<file path="src/rtl/fq_pkg.sv">
package fq_pkg;
  localparam int NUM_CH    = 5;
  localparam int CH_W      = 3;
  localparam int TOT_W     = 3;
  localparam int CNT_W     = 1 << TOT_W;
  localparam int SCAN_W    = 4;
  localparam int SETUP_W   = 14;
  localparam int FIXED_EXP = 5;
  localparam int EN_LSB    = 8;
  localparam int TOT_LSB   = 5;
  localparam int WSEL_BIT  = 4;
  localparam logic [SETUP_W-1:0] SETUP_RST = 14'h0170;

  typedef struct packed {
    logic              clrAll;
    logic [NUM_CH-1:0] incMask;
    logic [NUM_CH-1:0] rstMask;
    logic [CNT_W-1:0]  amount;
  } fq_strobe_t;
endpackage

</file>
<file path="src/rtl/fq_ctrl.sv">
module fq_ctrl
  import fq_pkg::*;
#(
  parameter int NCH  = NUM_CH,
  parameter int CHW  = CH_W,
  parameter int SW   = SETUP_W,
  parameter int FEXP = FIXED_EXP
) (
  input  logic           clk,
  input  logic           rstN,
  input  logic           regWrEn,
  input  logic [SW-1:0]  regWrData,
  input  logic           sampleValid,
  input  logic           sampleFault,
  input  logic [CHW-1:0] sampleChan,
  input  logic           cellTick,
  input  logic           tempTick,
  input  logic [NCH-1:0] atAmount,
  output logic [SW-1:0]  setupQ,
  output fq_strobe_t     strobe,
  output logic           totalError,
  output logic           wireTick
);
  localparam int DIV_W = FEXP;

  logic [NCH-1:0]    selVec;
  logic [NCH-1:0]    enMask;
  logic [TOT_W-1:0]  totCode;
  logic [SCAN_W-1:0] scanCode;
  logic              accept;
  logic              hitAtAmount;
  logic              setErr;
  logic              fastScan;
  logic [DIV_W-1:0]  divLimit;
  logic [DIV_W-1:0]  divCnt;
  logic              wireNext;

  assign enMask   = setupQ[EN_LSB +: NCH];
  assign totCode  = setupQ[TOT_LSB +: TOT_W];
  assign scanCode = setupQ[SCAN_W-1:0];

  // one-hot channel select; out-of-range indices select nothing
  for (genvar i = 0; i < NCH; i++) begin : g_sel
    assign selVec[i] = (sampleChan == CHW'(i));
  end

  assign accept      = sampleValid && !totalError && !regWrEn && (|(selVec & enMask));
  assign hitAtAmount = |(selVec & atAmount);
  assign setErr      = accept && sampleFault && hitAtAmount;

  always_comb begin
    strobe.clrAll  = regWrEn;
    strobe.amount  = CNT_W'(1) << totCode;
    strobe.incMask = (accept && sampleFault && !hitAtAmount) ? (selVec & enMask) : '0;
    strobe.rstMask = (accept && !sampleFault) ? (selVec & enMask) : '0;
  end

  // wire-scan divider
  always_comb begin
    fastScan = (int'(scanCode) <= FEXP);
    divLimit = '1;
    if (fastScan) divLimit = DIV_W'((1 << (FEXP - int'(scanCode))) - 1);
    if (setupQ[WSEL_BIT])  wireNext = tempTick;
    else if (!fastScan)    wireNext = cellTick;
    else                   wireNext = cellTick && (divCnt == divLimit);
  end

  always_ff @(posedge clk or negedge rstN) begin
    if (!rstN) begin
      setupQ     <= SETUP_RST;
      totalError <= 1'b0;
      divCnt     <= '0;
      wireTick   <= 1'b0;
    end else begin
      wireTick <= wireNext;
      if (regWrEn) begin
        setupQ     <= regWrData;
        totalError <= 1'b0;
        divCnt     <= '0;
      end else begin
        if (setErr) totalError <= 1'b1;
        if (!setupQ[WSEL_BIT] && fastScan && cellTick)
          divCnt <= (divCnt == divLimit) ? '0 : divCnt + 1'b1;
      end
    end
  end
endmodule

</file>
<file path="src/rtl/fq_datapath.sv">
module fq_datapath
  import fq_pkg::*;
#(
  parameter int NCH = NUM_CH,
  parameter int CW  = CNT_W
) (
  input  logic           clk,
  input  logic           rstN,
  input  fq_strobe_t     strobe,
  output logic [NCH-1:0] atAmount,
  output logic [NCH-1:0] faultConfirmed
);
  for (genvar i = 0; i < NCH; i++) begin : g_ch
    logic [CW-1:0] runCnt;
    logic [CW-1:0] runNext;

    assign runNext     = runCnt + 1'b1;
    assign atAmount[i] = (runCnt == strobe.amount);

    always_ff @(posedge clk or negedge rstN) begin
      if (!rstN) begin
        runCnt            <= '0;
        faultConfirmed[i] <= 1'b0;
      end else if (strobe.clrAll) begin
        runCnt            <= '0;
        faultConfirmed[i] <= 1'b0;
      end else if (strobe.rstMask[i]) begin
        runCnt <= '0;
      end else if (strobe.incMask[i]) begin
        runCnt <= runNext;
        if (runNext == strobe.amount) faultConfirmed[i] <= 1'b1;
      end
    end
  end
endmodule

</file>
<file path="src/rtl/fault_qualifier.sv">
module fault_qualifier
  import fq_pkg::*;
(
  input  logic               clk,
  input  logic               rstN,
  input  logic               regWrEn,
  input  logic [SETUP_W-1:0] regWrData,
  output logic [SETUP_W-1:0] regRdData,
  input  logic               sampleValid,
  input  logic               sampleFault,
  input  logic [CH_W-1:0]    sampleChan,
  input  logic               cellTick,
  input  logic               tempTick,
  output logic               wireTick,
  output logic [NUM_CH-1:0]  faultConfirmed,
  output logic               totalError
);
  fq_strobe_t        strobe;
  logic [NUM_CH-1:0] atAmount;

  fq_ctrl u_ctrl (
    .clk(clk), .rstN(rstN), .regWrEn(regWrEn), .regWrData(regWrData),
    .sampleValid(sampleValid), .sampleFault(sampleFault), .sampleChan(sampleChan),
    .cellTick(cellTick), .tempTick(tempTick), .atAmount(atAmount),
    .setupQ(regRdData), .strobe(strobe), .totalError(totalError), .wireTick(wireTick)
  );

  fq_datapath u_dp (
    .clk(clk), .rstN(rstN), .strobe(strobe),
    .atAmount(atAmount), .faultConfirmed(faultConfirmed)
  );
endmodule

</file>
<file path="config.mk">
export PLATFORM = sky130hd
export DESIGN_NAME = fault_qualifier
export DESIGN_NICKNAME = d
export VERILOG_FILES = /design/src/rtl/fq_pkg.sv /design/src/rtl/fq_ctrl.sv /design/src/rtl/fq_datapath.sv /design/src/rtl/fault_qualifier.sv
export SDC_FILE = /design/constraint.sdc
export NUM_CORES = 1
export LEC_CHECK = 0
export CAP_MARGIN = 10
export CORE_MARGIN = 2
export CORE_UTILIZATION = 35
export CTS_BUF_LIST = sky130_fd_sc_hd__clkbuf_8 sky130_fd_sc_hd__clkbuf_16
export CTS_CLUSTER_DIAMETER = 120
export DETAILED_ROUTE_END_ITERATION = 8
export SLEW_MARGIN = 30
export SYNTH_ARGS = -nofsm -noshare
export SYNTH_HDL_FRONTEND = slang
export SYNTH_SLANG_ARGS = --single-unit
</file>
<file path="constraint.sdc">
create_clock -name clk -period 9.3 [get_ports clk]
set_input_delay 1.86 -clock clk [delete_from_list [all_inputs] [get_ports clk]]
set_output_delay 1.86 -clock clk [all_outputs]
set_load 0.01 [all_outputs]
</file>
==> Word level (Yosys, flattened, before mapping) <==
Index checks and enable logic that the tools add are counted.
{ "word_totals": {"reg_bits": 66, "out_inout_bits": 21, "word_cells": 132, "input_bits": 24} }
{ "classes": {"bitwise": 2, "n_mux": 45, "n_reduce_logical": 40, "n_lt_le_gt_ge": 1, "n_eq_ne": 20, "n_shift": 2, "addsub": 8} }
{ "op_table": {"columns": ["cell", "n"], "rows": [
  ["8-bit two-way mux", 15],
  ["8-bit == test", 10],
  ["8-bit by 1-bit adder with 8-bit output, second input constant", 5],
  ["1-bit by 32-bit left shift with 5-bit output, first input constant", 1],
  ["5-bit two-way mux", 6],
  ["1-bit two-way mux", 24],
  ["2-bit nonzero test", 12],
  ["3-bit AND reduction", 5],
  ["3-bit nonzero test", 5],
  ["5-bit bitwise AND", 2],
  ["1-bit logical AND", 10],
  ["2-bit inequality test, second input constant", 5],
  ["5-bit OR reduction", 2],
  ["1-bit by 3-bit left shift with 8-bit output, first input constant", 1],
  ["3-bit by 2-bit == test with 1-bit output, second input constant", 2],
  ["5-bit by 1-bit adder with 5-bit output, second input constant", 1],
  ["5-bit == test", 1],
  ["1-bit logical NOT", 5],
  ["3-bit by 4-bit subtractor with 5-bit output, first input constant", 1],
  ["5-bit by 2-bit subtractor with 5-bit output, second input constant", 1],
  ["4-bit by 3-bit less-or-equal comparator with 1-bit output, second input constant", 1],
  ["3-bit by 1-bit == test with 1-bit output, second input constant", 1],
  ["3-bit == test, second input constant", 1],
  ["3-bit logical NOT", 1]
]} }

==> Depth between registers and ports, before layout <==
Gate-level depths: netlist of the first run.
{ "depth": {"word_depth": 10, "mapped_depth": 13, "ltp_nobuf": 13} }

==> Modules after synthesis <==
From an unflattened synthesis of the first run, not the netlist that was laid out.
{ "hier_totals": {"cells_unflattened": 525, "area_unflattened_um2": 4697.0} }
{ "by_module_without_submodules": {"columns": ["mod", "cells_each", "seq_area_each_um2", "area_per_inst_um2", "n_inst"], "rows": [
  ["fq_datapath", 370, 1126.1, 3278.1, 1],
  ["fq_ctrl", 155, 530.5, 1418.9, 1]
]} }

==> Worst setup path after synthesis of the first run <==
Ideal clock, no wire load.
{ "synth_timing": {"path_type": "input port to flip-flop", "startpoint": "input port sampleChan[0]", "endpoint": "register u_dp.g_ch[4].runCnt[4]", "setup_ns": 0.131, "arrival_ns": 3.750, "path_buffers": 2, "required_ns": 9.169, "stages": 9, "setup_slack_ns": 5.419, "cell_sequence": "buf_4 mux2i_1 o21a_1 o211ai_1 nand3_1 or3_1 buf_4 and3_1 or3_1"} }
{ "synth_via": {"elab_chain_cells": 8, "word_cells_on_any_way": 19, "classes_between": "eq/ne: 4; mux: 4; bitwise: 2; reduce/logical: 9"} }
{ "synth_lines": {"columns": ["element", "line_no", "rtl"], "rows": [
  ["start, declared", "fault_qualifier.sv:11", "input logic [CH_W-1:0] sampleChan,"],
  ["3-bit by 1-bit == test with 1-bit output, or another cell as far along", "fq_ctrl.sv:44", "assign selVec[i] = (sampleChan == CHW'(i));"],
  ["5-bit bitwise AND", "fq_ctrl.sv:47, fq_ctrl.sv:54, fq_ctrl.sv:55", null],
  ["5-bit OR reduction", "fq_ctrl.sv:47", "assign accept = sampleValid && !totalError && !regWrEn && (|(selVec & enMask));"],
  ["1-bit logical AND", "fq_ctrl.sv:47", null],
  ["1-bit logical AND, on equally long branches", "fq_ctrl.sv:55, fq_ctrl.sv:54", null],
  ["5-bit two-way mux / 1-bit logical AND (equally long branches)", "fq_ctrl.sv:55, fq_ctrl.sv:54", null],
  ["8-bit two-way mux / 5-bit two-way mux (equally long branches)", "fq_datapath.sv:27, fq_ctrl.sv:54", null],
  ["8-bit two-way mux / 3-bit nonzero test (equally long branches)", null, null],
  ["end signal, assigned", "fq_datapath.sv:30", "runCnt <= runNext;"],
  ["end, declared", "fq_datapath.sv:14", "logic [CW-1:0] runCnt;"]
]} }
Parallel ways exist; a longest one is shown, timed or not.
A chain may end at the register's enable or synchronous reset.

==> Final worst setup path of the first run <==
Ends and elaborated chain as after synthesis.

==> results.yml, run 1 <==
status:
  status: "completed"
setup_path:
  worstSetupStartpointType: "primary input"
  cp.arrival_ps: 4620
  path_delay_family: "simple AND/OR/NAND/NOR gates"
  cp-end-kind: "register"
  worst-path-max-fanout: 16
  cp_num_buf_inv: 1
  path_class: "in2reg"
  cp_slowest_cell: "clkdlybuf4s50_1"
  ff2ff_path_depth: 7
  slowest_delay_ps: 630
  critPathRequiredTime_ps: 9520
  critPathMostFrequentCell: "or3_1"
  cp_cell_sequence: "clkdlybuf4s50_1 -> mux2i_1 -> o21a_1 -> o211ai_1 -> nand3_1 -> or3_1 -> and3_1 -> or3_1"
  cp.depth: 8
synth:
  ys_warn_count: 0
  synth_area_per_cell_um2: 8.044
  synth_top_family_by_area: "simple AND/OR/NAND/NOR gates"
  synthSimpleGateAreaFrac_pct: 28.62
  synthAdderAreaFrac_pct: 2.284
  yosysTopAreaCellShare_pct: 28.32
  async_flop_share_pct: 100.0
  synth.area.top_cells: "dfrtp_1 28%, xnor2_1 5.4%, o21ai_0 4.8%"
  syn_inst: 681
  ys_types: 72
  synth_seq_cells: 66
  synth_compound_area_share_pct: 21.95
  synth-xor-area-share_pct: 6.715
  ys_seq_area_share_pct: 30.24
  synth_nets: 715
  synth_ff_type: "dfrtp_1"
  synth.mux.area_fraction_pct: 3.495
  syn_area_um2: 5478
  synth-edff-count: 0
  yosysTopAreaCell: "dfrtp_1"
finish:
  regArea_um2: 1657
  n_antenna_cell: 0
  finalNonFillerCells: 907
  area_delta_synth_final_pct: 14.64
  drive_gt1_share_pct: 8.908
  final_common_cell: "dfrtp_1"
  nets: 725
  multi_input_comb_area_um2: 3455
  num-fill-cells: 1526
  fin_area_um2: 6280
  mostFrequentLayoutCells: "62 x dfrtp_1, 60 x nand2_1, 52 x o21ai_0, 47 x nor2_1, 43 x clkdlybuf4s50_1"
  final_util_pct: 41.16
placement:
  gp_congestion: 0.8683
  dp_slack_ps: 4577
  port_buffers: 44
  placed_cells: 890
  placed_cell_area_um2: 5961
  hpwlAfterDp_um: 11240
timing:
  holdWs_ps: 499.4
  worst_slew_pin_slew_ps: 778.3
  period_share_pct: 47.28
  fin_tns_setup_ps: 0
  period_needed_ps: 4397
  relSlewSlack_pct: 48.11
  rsz0062_at_grt: "no"
  setup_viol_count_final: 0
  finalWorstSetupSlack_ps: 4903
  finalClockSkew_ps: 6.013
  drv_slew: 0
  final_hold_viol_count: 0
  fmax_mhz: 227.4
job:
  cap_violations: 0
floorplanning:
  initial_utilization_pct: 35.90
  die_area_um2: 16670
  rows: 45
  die_y_um: 129.1
  boundaryPins: 45
  core_area_um2: 15260
  die_x_um: 129.1
drt:
  drt_iter0_drc: 621
  vias: 5321
  drtAntennaViolNets: 0
  wl_um: 16150
  first_pass_iters: 5
  wl_per_cell_um: 17.81
  via_per_inst: 5.867
  drc: 0
cts:
  cts-htree-levels: 3
  clock_sinks: 66
  clk_latency_ps: 340
  post_cts_buffers: 0
  cts_buffers: 9
  cts_tree: "yes"
  clk_pin_slew_ps: 50
  ctsResizeCount: 0
  cts_root_buffer: "clkbuf_16"
  hold_buffers: 0
  clockBufferDepth: 2
power:
  p_leak_nw: 2.420
  finalPower_uw: 802.0
  power_density_nw_per_um2: 127.7
  irDropWorstVdd_mv: 0.08427
global_route:
  grt_start_max_net_pins: 67
  antenna_found_initial: 0
  grt_pass1_wl_um: 26150
  grtUsageTotal_pct: 19.94
  grt_pass1_vias: 4912
  overflow: 0
worst_hold_path:
  hp-class: "reg2reg"
  hold_depth: 2
## tightest hold or removal path, cell delays in order (launching register included)
cell and delay [ps]:
dfrtp_1 350, nand2_1 60, o31ai_1 50
## path summary, 6_finish.rpt
check	slack, ps	end	startpoint
worst max-delay path	4900	u_dp.g_ch[4].runCnt[4]	sampleChan[0]
worst min-delay path	500	u_dp.faultConfirmed[0]	u_dp.faultConfirmed[0]
worst max register to register	5620	u_dp.faultConfirmed[4]	u_ctrl.setupQ[5]
worst min register to register	500	u_dp.faultConfirmed[0]	u_dp.faultConfirmed[0]
max in group asynchronous	7190	u_dp.g_ch[4].runCnt[0]	rstN
min in group asynchronous	1550	u_ctrl.setupQ[0]	rstN
## power breakdown
part / switching (mW) / leakage, nW / internal [mW] / total [mW]
Clock: 0.123 / 0.159 / 0.218 / 0.341
Sequential: 0.0176 / 0.886 / 0.296 / 0.314
Combinational: 0.0827 / 1.38 / 0.0641 / 0.147
Total: 0.223 / 2.42 / 0.579 / 0.802
## cell families (layout without fill, tap and decap cells)
| kind of cell | Yosys count | in the layout |
|---|---|---|
| xor+xnor | 42 | 42 |
| buf+inv | 81 | 96 |
| compound gates | 178 | 178 |
| flops | 66 | 66 |
| mux | 18 | 18 |
| simple gates | 286 | 286 |
| fa+ha+maj | 10 | 10 |
## area by class of cell
class | count | share of cell area (%)
Clock buffer | 11 | 4.025
Clock inverter | 5 | 0.7372
Inverter | 30 | 1.793
Multi-Input combinational cell | 534 | 55.01
Sequential cell | 66 | 26.38
Tap cell | 211 | 4.204
Timing Repair Buffer | 50 | 7.850
## registers in the layout (all words and copies together), names as in the netlist
register / cells
u_ctrl.divCnt: 5
u_ctrl.setupQ: 14
u_ctrl.totalError: 1
u_ctrl.wireTick: 1
u_dp.faultConfirmed: 5
u_dp.g_ch.runCnt: 40
## synthesized netlist by cell type, types with 11 or more instances
cell	count
dfrtp_1	62
inv_1	30
nand2_1	60
xnor2_1	34
buf_2	11
nor3_1	20
a21oi_1	26
nor3b_1	13
nand2b_1	14
o211ai_1	12
o21ai_0	52
nor4_1	11
nand3_1	34
a211oi_1	14
clkbuf_1	23
nor2_1	47
## routing by layer
layer	share of wire [%]	track usage (%)	routed length, um	vias up
met5	0	0	0	-
met4	2.3	7.097	371	0
met3	7.7	4.996	1236	28
met2	44	30.50	7181	208
met1	46	27.37	7362	2576
li1	-	-	-	2509
(Power assumes the default switching activity.)
==> run 2, diff against run 1 <==
==> constraint.sdc (replaced) <==
create_clock -name clk -period 3.75 [get_ports clk]
set_input_delay 0.75 -clock clk [delete_from_list [all_inputs] [get_ports clk]]
set_output_delay 0.75 -clock clk [all_outputs]
set_load 0.01 [all_outputs]
==> results.yml, run 2 (synthesis results as in run 1) <==
placement:
  hpwlAfterDp_um: 12190
  gp_congestion: 0.9484
  placed_cell_area_um2: 6136
  dp_slack_ps: 159.1
  placed_cells: 910
  port_buffers: 44
power:
  finalPower_mw: 2.002
  irDropWorstVdd_mv: 0.2107
  p_leak_nw: 2.513
  power_density_nw_per_um2: 310.3
global_route:
  grt_pass1_wl_um: 26720
  grt_start_max_net_pins: 38
  overflow: 0
  grt_pass1_vias: 5115
  grtUsageTotal_pct: 20.44
  antenna_found_initial: 0
job:
  cap_violations: 0
floorplanning:
  boundaryPins: 45
  rows: 45
  die_x_um: 129.1
  core_area_um2: 15260
  die_area_um2: 16670
  die_y_um: 129.1
  initial_utilization_pct: 35.90
setup_path:
  cp_num_buf_inv: 1
  cp-end-kind: "register"
  worst-path-max-fanout: 9
  worstSetupStartpointType: "register"
  path_class: "reg2reg"
  slowest_delay_ps: 650
  cp_cell_sequence: "ha_1 -> inv_1 -> ha_1 -> or3_1 -> or3_1 -> ha_1 -> a21oi_1 -> o211a_1 -> a211oi_1 -> nor4b_2 -> or4b_2 -> a31oi_1"
  cp.arrival_ps: 3830
  critPathMostFrequentCell: "ha_1"
  cp_slowest_cell: "or4b_2"
  path_delay_family: "simple AND/OR/NAND/NOR gates"
  critPathRequiredTime_ps: 4010
timing:
  period_share_pct: 95.33
  worst_slew_pin_slew_ps: 798.0
  fin_tns_setup_ps: 0
  period_needed_ps: 3575
  fmax_mhz: 279.7
  holdWs_ps: 270.5
  relSlewSlack_pct: 46.05
  finalClockSkew_ps: 7.397
  rsz0062_at_grt: "no"
  finalWorstSetupSlack_ps: 175.0
  drv_slew: 0
  setup_viol_count_final: 0
  final_hold_viol_count: 0
finish:
  n_antenna_cell: 0
  mostFrequentLayoutCells: "61 x dfrtp_1, 60 x nand2_1, 52 x o21ai_0, 47 x nor2_1, 43 x clkdlybuf4s50_1"
  largest_register_ffs: 40
  fin_area_um2: 6450
  finalNonFillerCells: 926
  max_flop_register: "u_dp.g_ch.runCnt"
  regArea_um2: 1658
  final_util_pct: 42.27
  area_delta_synth_final_pct: 17.75
  multi_input_comb_area_um2: 3461
  final_common_cell: "dfrtp_1"
  drive_gt1_share_pct: 11.75
  num-fill-cells: 1519
  nets: 745
  reg.largest.list: "u_dp.g_ch.runCnt x40, u_ctrl.setupQ x14"
cts:
  cts_tree: "yes"
  clk_pin_slew_ps: 60
  cts_buffers: 9
  hold_buffers: 0
  clk_latency_ps: 340
  cts_root_buffer: "clkbuf_16"
  cts-htree-levels: 3
  clockBufferDepth: 2
  clock_sinks: 66
worst_hold_path:
  hp-class: "in2async"
drt:
  wl_per_cell_um: 17.80
  wl_um: 16480
  drt_iter0_drc: 495
  drtAntennaViolNets: 0
  drc: 0
  first_pass_iters: 5
  via_per_inst: 5.722
  vias: 5299
status:
  status: "completed"
## run 2: worst paths after layout
path | startpoint | endpoint | slack (ps) | cells past startpoint
worst max-delay path | u_ctrl.setupQ[1] | u_ctrl.divCnt[2] | 170 | 12
worst min-delay path | rstN | u_ctrl.wireTick | 270 | 1
worst min register to register | u_ctrl.setupQ[13] | u_ctrl.setupQ[13] | 500 | 1
min in group clk | u_ctrl.setupQ[13] | u_ctrl.setupQ[13] | 500 | 1
max in group asynchronous | rstN | u_ctrl.setupQ[6] | 2980 | 2
worst max register to register | u_ctrl.setupQ[1] | u_ctrl.divCnt[2] | 170 | 12
## run 2: layout make-up
class	instances	area share, %
timing repair buffer	70	10.36
clock buffer	10	3.705
tap	211	4.093
clock inverter	5	0.7371
sequential	66	25.70
inverter	30	1.746
multi-input combinational	534	53.66
## run 2: report_power, final
group / internal [mW] / total, mW / switching (mW)
Combinational: 0.181 / 0.396 / 0.215
Clock: 0.521 / 0.832 / 0.311
Sequential: 0.735 / 0.774 / 0.0392
## run 2: timing repair
action | CTS | global route
hold endpoints to repair | 0 | 0
setup buffers | 0 | 0
gates resized for setup | 0 | 1
setup endpoints to repair | 0 | 1
## run 2: per-layer routing
metal	global-route usage [%]	part of all wire [%]	up-vias
li1	-	-	2545
met1	27.84	46	2528
met2	32.26	44	193
met3	3.592	6.9	33
met4	8.120	2.3	0
met5	0	0	-
